`config.mk`:
```
export PLATFORM = sky130hd
export DESIGN_NAME = iq_lane_rx
export DESIGN_NICKNAME = d
export VERILOG_FILES = /design/src/rtl/iq_rx_pkg.sv /design/src/rtl/iq_half_check.sv /design/src/rtl/iq_pair_builder.sv /design/src/rtl/iq_err_tally.sv /design/src/rtl/iq_lane_rx.sv
export SDC_FILE = /design/constraint.sdc
export NUM_CORES = 1
export LEC_CHECK = 0
export BUFFER_PORTS_ARGS = -buffer_cell sky130_fd_sc_hd__buf_2
export CORE_MARGIN = 5
export CORE_UTILIZATION = 40
export DETAILED_ROUTE_END_ITERATION = 8
export GPL_TIMING_DRIVEN = 1
export PLACE_DENSITY = 0.67
export SYNTH_ARGS = -nofsm -noshare
export SYNTH_HDL_FRONTEND = slang
export SYNTH_SLANG_ARGS = --single-unit
```
`constraint.sdc`:
```
create_clock -name clk -period 2.14 [get_ports clk]
set_input_delay 0.214 -clock clk [delete_from_list [all_inputs] [get_ports clk]]
set_output_delay 0.214 -clock clk [all_outputs]
set_load 0.01 [all_outputs]
```
`src/rtl/iq_rx_pkg.sv`:
```
package iq_rx_pkg;

  typedef enum logic {
    BUS_WIDE = 1'b0,
    BUS_DDR  = 1'b1
  } bus_mode_e;

  localparam int unsigned PAR_MAX_W = 64;

  // A half fails when the ones count of data plus parity differs from the
  // selected sense (0: even total expected, 1: odd total expected).
  function automatic logic half_par_fail(input logic [PAR_MAX_W-1:0] data,
                                         input logic par_bit,
                                         input logic odd_sense);
    return (^data) ^ par_bit ^ odd_sense;
  endfunction

endpackage

```
`src/rtl/iq_half_check.sv`:
```
module iq_half_check
  import iq_rx_pkg::*;
#(
  parameter int unsigned HALF_W = 16
) (
  input  logic [HALF_W-1:0] data,
  input  logic              par_bit,
  input  logic              odd_sense,
  output logic              fail
);

  logic [PAR_MAX_W-1:0] data_ext;

  always_comb begin
    data_ext = '0;
    data_ext[HALF_W-1:0] = data;
    fail = half_par_fail(data_ext, par_bit, odd_sense);
  end

endmodule

```
`src/rtl/iq_pair_builder.sv`:
```
module iq_pair_builder
  import iq_rx_pkg::*;
#(
  parameter int unsigned HALF_W = 16
) (
  input  logic              clk,
  input  logic              rst_n,
  input  bus_mode_e         mode,
  input  logic              strobe,
  input  logic              phase_hi,
  input  logic [HALF_W-1:0] lane_hi,
  input  logic [HALF_W-1:0] lane_lo,
  input  logic              fail_i,
  input  logic              fail_q,
  output logic              pair_done,
  output logic              hold_load,
  output logic              orphan_drop,
  output logic              out_valid,
  output logic [HALF_W-1:0] out_i,
  output logic [HALF_W-1:0] out_q,
  output logic              out_err_i,
  output logic              out_err_q
);

  logic              hold_v;
  logic [HALF_W-1:0] hold_i;
  logic              hold_err;
  logic              is_wide;
  logic              ddr_fall;

  assign is_wide     = (mode == BUS_WIDE);
  assign ddr_fall    = strobe && !is_wide && !phase_hi;
  assign hold_load   = strobe && !is_wide && phase_hi;
  assign pair_done   = (strobe && is_wide) || (ddr_fall && hold_v);
  assign orphan_drop = ddr_fall && !hold_v;

  always_ff @(posedge clk) begin
    if (!rst_n) begin
      hold_v    <= 1'b0;
      hold_i    <= '0;
      hold_err  <= 1'b0;
      out_valid <= 1'b0;
      out_i     <= '0;
      out_q     <= '0;
      out_err_i <= 1'b0;
      out_err_q <= 1'b0;
    end else begin
      out_valid <= pair_done;
      if (pair_done) begin
        out_i     <= is_wide ? lane_hi : hold_i;
        out_err_i <= is_wide ? fail_i  : hold_err;
        out_q     <= lane_lo;
        out_err_q <= fail_q;
      end
      if (hold_load) begin
        hold_v   <= 1'b1;
        hold_i   <= lane_lo;
        hold_err <= fail_i;
      end else if (pair_done) begin
        hold_v <= 1'b0;
      end
    end
  end

endmodule

```
`src/rtl/iq_err_tally.sv`:
```
module iq_err_tally #(
  parameter int unsigned CNT_W = 8
) (
  input  logic             clk,
  input  logic             rst_n,
  input  logic             clr,
  input  logic             ev_valid,
  input  logic             ev_err_i,
  input  logic             ev_err_q,
  output logic             sticky_i,
  output logic             sticky_q,
  output logic [CNT_W-1:0] count
);

  function automatic logic [CNT_W-1:0] sat_add(input logic [CNT_W-1:0] base,
                                               input logic [1:0] inc);
    logic [CNT_W:0] sum;
    sum = {1'b0, base} + {{(CNT_W-1){1'b0}}, inc};
    return sum[CNT_W] ? {CNT_W{1'b1}} : sum[CNT_W-1:0];
  endfunction

  logic [1:0]       step;
  logic [CNT_W-1:0] base;

  always_comb begin
    step = ev_valid ? ({1'b0, ev_err_i} + {1'b0, ev_err_q}) : 2'd0;
    base = clr ? '0 : count;
  end

  always_ff @(posedge clk) begin
    if (!rst_n) begin
      sticky_i <= 1'b0;
      sticky_q <= 1'b0;
      count    <= '0;
    end else begin
      sticky_i <= (sticky_i && !clr) || (ev_valid && ev_err_i);
      sticky_q <= (sticky_q && !clr) || (ev_valid && ev_err_q);
      count    <= sat_add(base, step);
    end
  end

endmodule

```
`src/rtl/iq_lane_rx.sv`:
```
module iq_lane_rx
  import iq_rx_pkg::*;
#(
  parameter int unsigned HALF_W = 16,
  parameter int unsigned CNT_W  = 8
) (
  input  logic                  clk,
  input  logic                  rst_n,
  input  logic                  cfg_ddr,
  input  logic                  cfg_odd,
  input  logic                  clr_err,
  input  logic                  bus_strobe,
  input  logic                  bus_phase_hi,
  input  logic [2*HALF_W-1:0]   bus_data,
  input  logic [1:0]            bus_par,
  output logic                  pair_valid,
  output logic [HALF_W-1:0]     pair_i,
  output logic [HALF_W-1:0]     pair_q,
  output logic                  pair_err_i,
  output logic                  pair_err_q,
  output logic                  sticky_err_i,
  output logic                  sticky_err_q,
  output logic [CNT_W-1:0]      err_count
);

  localparam int unsigned WORD_W = 2 * HALF_W;
  localparam int unsigned N_HALF = 2;
  localparam int unsigned IDX_I  = 1;
  localparam int unsigned IDX_Q  = 0;

  bus_mode_e         mode_q;
  logic [HALF_W-1:0] lane_hi;
  logic [HALF_W-1:0] lane_lo;
  logic [HALF_W-1:0] chk_data [N_HALF];
  logic              chk_par  [N_HALF];
  logic              chk_fail [N_HALF];
  logic              pair_done;
  logic              hold_load;
  logic              orphan_drop;

  assign lane_hi = bus_data[WORD_W-1:HALF_W];
  assign lane_lo = bus_data[HALF_W-1:0];

  // Layout is captured only while held in reset.
  always_ff @(posedge clk) begin
    if (!rst_n) mode_q <= bus_mode_e'(cfg_ddr);
  end

  for (genvar h = 0; h < N_HALF; h++) begin : g_half
    if (h == IDX_I) begin : g_i
      // Wide: upper half with its own bit. DDR: lane word with the shared line.
      assign chk_data[h] = (mode_q == BUS_DDR) ? lane_lo    : lane_hi;
      assign chk_par[h]  = (mode_q == BUS_DDR) ? bus_par[0] : bus_par[1];
    end else begin : g_q
      assign chk_data[h] = lane_lo;
      assign chk_par[h]  = bus_par[0];
    end
    iq_half_check #(.HALF_W(HALF_W)) u_chk (
      .data      (chk_data[h]),
      .par_bit   (chk_par[h]),
      .odd_sense (cfg_odd),
      .fail      (chk_fail[h])
    );
  end

  iq_pair_builder #(.HALF_W(HALF_W)) u_pair (
    .clk         (clk),
    .rst_n       (rst_n),
    .mode        (mode_q),
    .strobe      (bus_strobe),
    .phase_hi    (bus_phase_hi),
    .lane_hi     (lane_hi),
    .lane_lo     (lane_lo),
    .fail_i      (chk_fail[IDX_I]),
    .fail_q      (chk_fail[IDX_Q]),
    .pair_done   (pair_done),
    .hold_load   (hold_load),
    .orphan_drop (orphan_drop),
    .out_valid   (pair_valid),
    .out_i       (pair_i),
    .out_q       (pair_q),
    .out_err_i   (pair_err_i),
    .out_err_q   (pair_err_q)
  );

  iq_err_tally #(.CNT_W(CNT_W)) u_tally (
    .clk      (clk),
    .rst_n    (rst_n),
    .clr      (clr_err),
    .ev_valid (pair_valid),
    .ev_err_i (pair_err_i),
    .ev_err_q (pair_err_q),
    .sticky_i (sticky_err_i),
    .sticky_q (sticky_err_q),
    .count    (err_count)
  );

endmodule

```
# ---- Yosys cells after proc, flatten, opt, wreduce, memory -nomap -nowiden
# Index checks and enable logic that the tools add are counted.
dict set report classes {
  addsub 2
  muxes 9
  bitwise_logic 5
  reduce_logical 17
}
# operator count
set ops {}
lappend ops {{$reduce_xor A64 Y1} 2}
lappend ops {{$mux W16} 2}
lappend ops {{$mux W8} 2}
lappend ops {{$add A8 B2 Y9} 1}
lappend ops {{$logic_and A1 B1 Y1} 9}
lappend ops {{$mux W1} 4}
lappend ops {{$xor A1 B1 Y1} 4}
lappend ops {{$logic_or A1 B1 Y1} 3}
lappend ops {{$add A1 B1 Y2} 1}
lappend ops {{$logic_not A1 Y1} 2}
lappend ops {{$mux W2} 1}
lappend ops {{$reduce_bool A2 Y1} 1}
lappend ops {{$not A1 Y1} 1}
dict set report totals {
  regBits 64
  in_bits 41
  out_inout_bits 45
  wordCells 45
}

# ---- Longest topological paths before layout
dict set report logic_depth {
  depth_word 6
  mapped_depth 10
  ltp_nobuf 10
}

# ---- Modules after synthesis
# Synthesis repeated with hierarchy kept, for this count alone.
dict set report hier_totals {
  hier_cells 348
  area_unflattened_um2 3428.3
}
# mod n_inst cells_per_inst area_per_inst_um2 seq_area_each_um2
set by_module_without_submodules {}
lappend by_module_without_submodules {iq_pair_builder 1 237 2278.4 1061.0}
lappend by_module_without_submodules {iq_err_tally 1 58 533.0 200.2}
lappend by_module_without_submodules {iq_half_check 2 16 161.4 0.0}
lappend by_module_without_submodules {iq_lane_rx 1 21 294.0 30.0}

# ---- Worst setup path before layout
# OpenSTA, ideal clock, no wires.
dict set report synth_path {
  path_type {flip-flop to flip-flop}
  start {register u_pair.out_err_i}
  end {register u_tally.count[1]}
  setup_ns 0.070
  arrival_ns 2.034
  t_required_ns 2.070
  setup_slack_ns 0.036
  stages_incl_launch_ff 11
  path_buffers 0
  synth_period_minus_slack_ns 2.104
  path_cell_list {dfxtp_1 ha_1 and2_1 ha_1 inv_1 fa_1 nor2b_1 nand4_1 nor2_1 inv_1 a21oi_1}
}
dict set report synth_between {
  elab_chain_cells 4
}
# element line
set synth_rtl {}
lappend synth_rtl {{from (decl)} iq_pair_builder.sv:21} ;# output logic out_err_i,
lappend synth_rtl {{from (signal assigned)} iq_pair_builder.sv:51} ;# out_err_i <= is_wide ? fail_i : hold_err;
lappend synth_rtl {{$add A1 B1 Y2} iq_err_tally.sv:26} ;# step = ev_valid ? ({1'b0, ev_err_i} + {1'b0, ev_err_q}) : 2'd0;
lappend synth_rtl {{$mux W2} iq_err_tally.sv:26}
lappend synth_rtl {{$add A8 B2 Y9} iq_err_tally.sv:18} ;# sum = {1'b0, base} + {{(CNT_W-1){1'b0}}, inc};
lappend synth_rtl {{$mux W8} iq_err_tally.sv:19} ;# return sum[CNT_W] ? {CNT_W{1'b1}} : sum[CNT_W-1:0];
lappend synth_rtl {{to (signal assigned)} iq_err_tally.sv:38} ;# count <= sat_add(base, step);
lappend synth_rtl {{to (decl)} iq_err_tally.sv:12} ;# output logic [CNT_W-1:0] count
# Every way passes these cells.
# A chain may end at the register's enable or synchronous reset.

# ---- Worst setup path after layout
dict set report layout_path {
  start {register u_pair.out_err_i}
  end {register u_tally.count[6]}
}
# The elaborated chain is that of the path after synthesis.

==> metrics.md <==
| Metric | Value |
|---|---|
| Psw | 773 uW |
| Crit path top cell by count | ha_1 |
| HP Start | cfg_ddr |
| Final Hold Fails | 0 |
| CTS sink cnt | 64 |
| EDFF count, synth | 1 |
| Hold Path End | mode_q$_DFFE_PN_ |
| Top FF cell, synth | dfxtp_1 |
| CTS clk-pin slew, worst paths | 70 ps |
| Die area | 9050 sq um |
| Yosys reg bits | 64 |
| CP startpoint kind | register |
| H-tree depth | 3 |
| Multi-input gate area | 1530 sq um |
| Worst slew pin tran | 683 ps |
| Yosys top cell by area | dfxtp_1 |
| CP Class | register to register |
| Hold Crit Depth | 1 |
| Area share of and/or/nand/nor cells after synthesis | 15.9% |
| Leak pwr | 1.66 nW |
| First-pass iteration count of the detailed router | 4 |
| Syn Nets | 375 |
| Critical R2R Capture | u_tally.count[6]$_SDFF_PN0_ |
| Largest net degree at the start of global routing | 29 |
| CP Capture Type | register |
| Arrival @ worst endpoint | 2280 ps |
| Crit-path cells | ha_1 -> and2_1 -> ha_1 -> inv_1 -> fa_2 -> nor2b_2 -> nand4_1 -> or2_4 -> a21oi_2 |
| Crit share post-route | 94.4% |
| Root Driver | clkbuf_8 |
| Worst Path Required | 2400 ps |
| FFs w/ async S/R, synth | 0% |
| Die width | 95.1 microns |
| DR DRC count | 0 |
| CTS tree | done |
| Via count | 2492 |
| Hold slack | 67.6 ps |
| Status | finished clean |
| Routed WL per cell | 13.8 microns |
| Worst-path fanout max | 3 |
| Share of cells above drive strength 1 | 28.8% |
| Max-Slew Margin vs Limit | 54.3% |
| First-pass GRT wire length | 11800 microns |
| Most area-consuming cells after synthesis | dfxtp_1 44%, nand2_1 9.1%, xnor2_1 7.9%, a21oi_1 7.8%, mux2i_1 6.2% |
| RSZ-0062 raised after global routing | no |
| Critical path's largest stage delay | 360 ps |
| Vias in the first global route | 2485 |
| Largest family of logic cells by synthesized area | simple AND/OR/NAND/NOR gates |
| Xor-xnor portion of the synthesized cell area | 13.2% |
| Worst setup margin | 121 ps |
| Clock Power Share | 40.0% |
| Total track usage | 16.9% |
| Core area | 7140 sq um |
| Area grow syn2layout | 28.6% |
| Synth warn | 0 |
| Endpoints failing setup | 0 |
| Post-synthesis sequential area ratio | 44.5% |
| Worst hold path class | input pin to register |
| Grt total ovfl | 0 |
| 1st-iter DRT viols | 114 |
| Adder-Cell Fraction of Synth Area | 1.99% |
| Clock Tree Buf Depth | 2 |
| Clock buffer count from CTS | 9 |
| Clock Skew | 8.45 ps |
| Mapped Avg Cell Area | 8.78 sq um |
| Cells after Synth | 330 |
| Slowest cell on crit path | fa_2 |
| Die Span Y | 95.1 microns |
| Synth top area share | 43.5% |
| Count of different cell masters after synthesis | 35 |
| Post-synthesis compound-gate area fraction | 14.4% |
| Total area of sequential cells | 1290 sq um |
| Place WS | -2.91 ps |
| Flop pwr share | 41.4% |
| Starting Density | 40.6% |
| Tmin final | 2020 ps |
| Max-cap violation count | 0 |
| Dpl hpwl | 5480 microns |
| Pint | 2.35 mW |
| Worst reg-to-reg path cell count | 9 |
| Fill cells | 734 |
| Final weighted congestion in routability-driven placement | 0.781 |
| DRT antenna net count | 0 |
| Final slew viol count | 0 |
| Initial antenna violation count | 0 |
| Most common cell in the netlist | nand2_1 |
| Ports | 86 |
| Max rail drop VDD | 0.448 mV |
| IO Port Bufs | 85 |
| Top cells by count, synth | 70 x nand2_1, 63 x dfxtp_1, 45 x a21oi_1 |
| Switching part of the total | 24.8% |
| Mapped Area | 2900 sq um |
| Logic pwr share | 18.6% |
| Clock insertion delay at the later pin of the skew report | 330 ps |
| FMAX | 0.495 GHz |
| Vias/cell | 4.77 |
| Fin nets | 463 |
| Antenna cells | 0 |
| R2R Setup Slk | 120 ps |
| PwrDens | 837 nW/um^2 |
| Routed wire length | 7210 microns |
| Multiplexer area fraction after synthesis | 6.21% |
| Cell row count | 31 |
| Reg-to-reg startpoint | u_pair.out_err_i$_SDFFE_PN0P_ |
## critical path: cells and delay by family, from the launching register on
kind / cells / cell delay [ps]
compound gates: 1 / 130
fa+ha+maj: 3 / 780
buf+inv: 1 / 60
flops: 1 / 320
simple gates: 4 / 670
## layout by cell type (no fill, tap or decap), drive strengths merged, types with 3 or more instances in the layout
master / Yosys / routed
buf: 3 / 96
nand2: 70 / 70
dfxtp: 63 / 63
a21oi: 45 / 45
nor2: 27 / 27
xnor2: 27 / 27
mux2i: 18 / 18
a211oi: 16 / 16
clkbuf: 16 / 12
inv: 6 / 6
xnor3: 5 / 5
nor2b: 4 / 4
xor2: 3 / 3
nand3: 3 / 3
ha: 3 / 3
## final cells by class
| cell class | count | share of cell area (%) |
|---|---|---|
| inverter | 7 | 0.705 |
| clock inverter | 4 | 1.95 |
| clock buffer | 12 | 4.73 |
| multi-input combinational | 240 | 41.0 |
| timing repair buffer | 96 | 13.6 |
| sequential | 64 | 34.6 |
| tap | 99 | 3.32 |
## registers in the layout, summed over array words and instances (netlist names), 8 cells and up
register	cells
u_pair.hold_i	16
u_pair.out_i	16
u_pair.out_q	16
u_tally.count	8
## routing by layer
| layer | vias up | GRT usage (%) | wire [microns] |
|---|---|---|---|
| met2 | 59 | 24.8 | 3230 |
| met5 | - | 0 | 0 |
| met4 | 0 | 6.85 | 87 |
| met1 | 1137 | 22.9 | 3460 |
| li1 | 1290 | - | - |
| met3 | 6 | 5.13 | 421 |
## logic make-up (layout without fill, tap and decap cells)
group,after synthesis,count (layout)
DFF,64,64
buffers and inverters,26,119
adders and majority gates,4,4
AOI/OAI and AO/OA,70,70
xor gates and xnor gates,35,35
muxes,18,18
and+or+nand+nor,113,113
## worst max path at each step
stage,start,end,slack (ps),cells past startpoint
3_5_place_dp,u_pair.out_err_i$_SDFFE_PN0P_,u_tally.count[4]$_SDFF_PN0_,-3,11
5_1_grt,u_pair.out_err_i$_SDFFE_PN0P_,u_tally.count[4]$_SDFF_PN0_,4,11
4_1_cts,u_pair.out_err_i$_SDFFE_PN0P_,u_tally.count[6]$_SDFF_PN0_,40,9
2_1_floorplan,u_pair.out_err_i$_SDFFE_PN0P_,u_tally.count[1]$_SDFF_PN0_,40,10
3_3_place_gp,u_pair.out_err_i$_SDFFE_PN0P_,u_tally.count[4]$_SDFF_PN0_,60,11
6_report,u_pair.out_err_i$_SDFFE_PN0P_,u_tally.count[6]$_SDFF_PN0_,120,9
## what timing repair did
action / 4_1_cts / 5_1_grt
hold buffers: 0 / 0
buffers inserted: 1 / 0
cloned: 0 / 0
gates resized for setup: 2 / 4
setup endpoints to repair: 7 / 6
pin swaps: 1 / 1
## power by group through the flow
stage               sequential (mW)  combinational (mW)  clock, mW
CTS                            1.29               0.586       1.29
detailed placement             1.32               0.584          0
finish                         1.29               0.581       1.25
floorplan                      1.34               0.375          0
global route                   1.30               0.637       1.35
global placement               1.32               0.582          0
## per-stage QoR
| step | power [mW] | util, % | instance area [sq um] | TNS (ps) | cells |
|---|---|---|---|---|---|
| finish | 3.12 | 52.2 | 3730 | 0 | 522 |
| global route | 3.28 | 52.2 | 3730 | 0 | 522 |
| CTS | 3.17 | 52.1 | 3710 | 0 | 522 |
| detailed placement | 1.90 | 48.4 | 3450 | -2.98 | 505 |
| global placement | 1.90 | 48.4 | 3450 | 0 | 505 |
| floorplan | 1.72 | - | 2900 | 0 | 330 |
No activity file was read; power rests on OpenSTA's default activity.
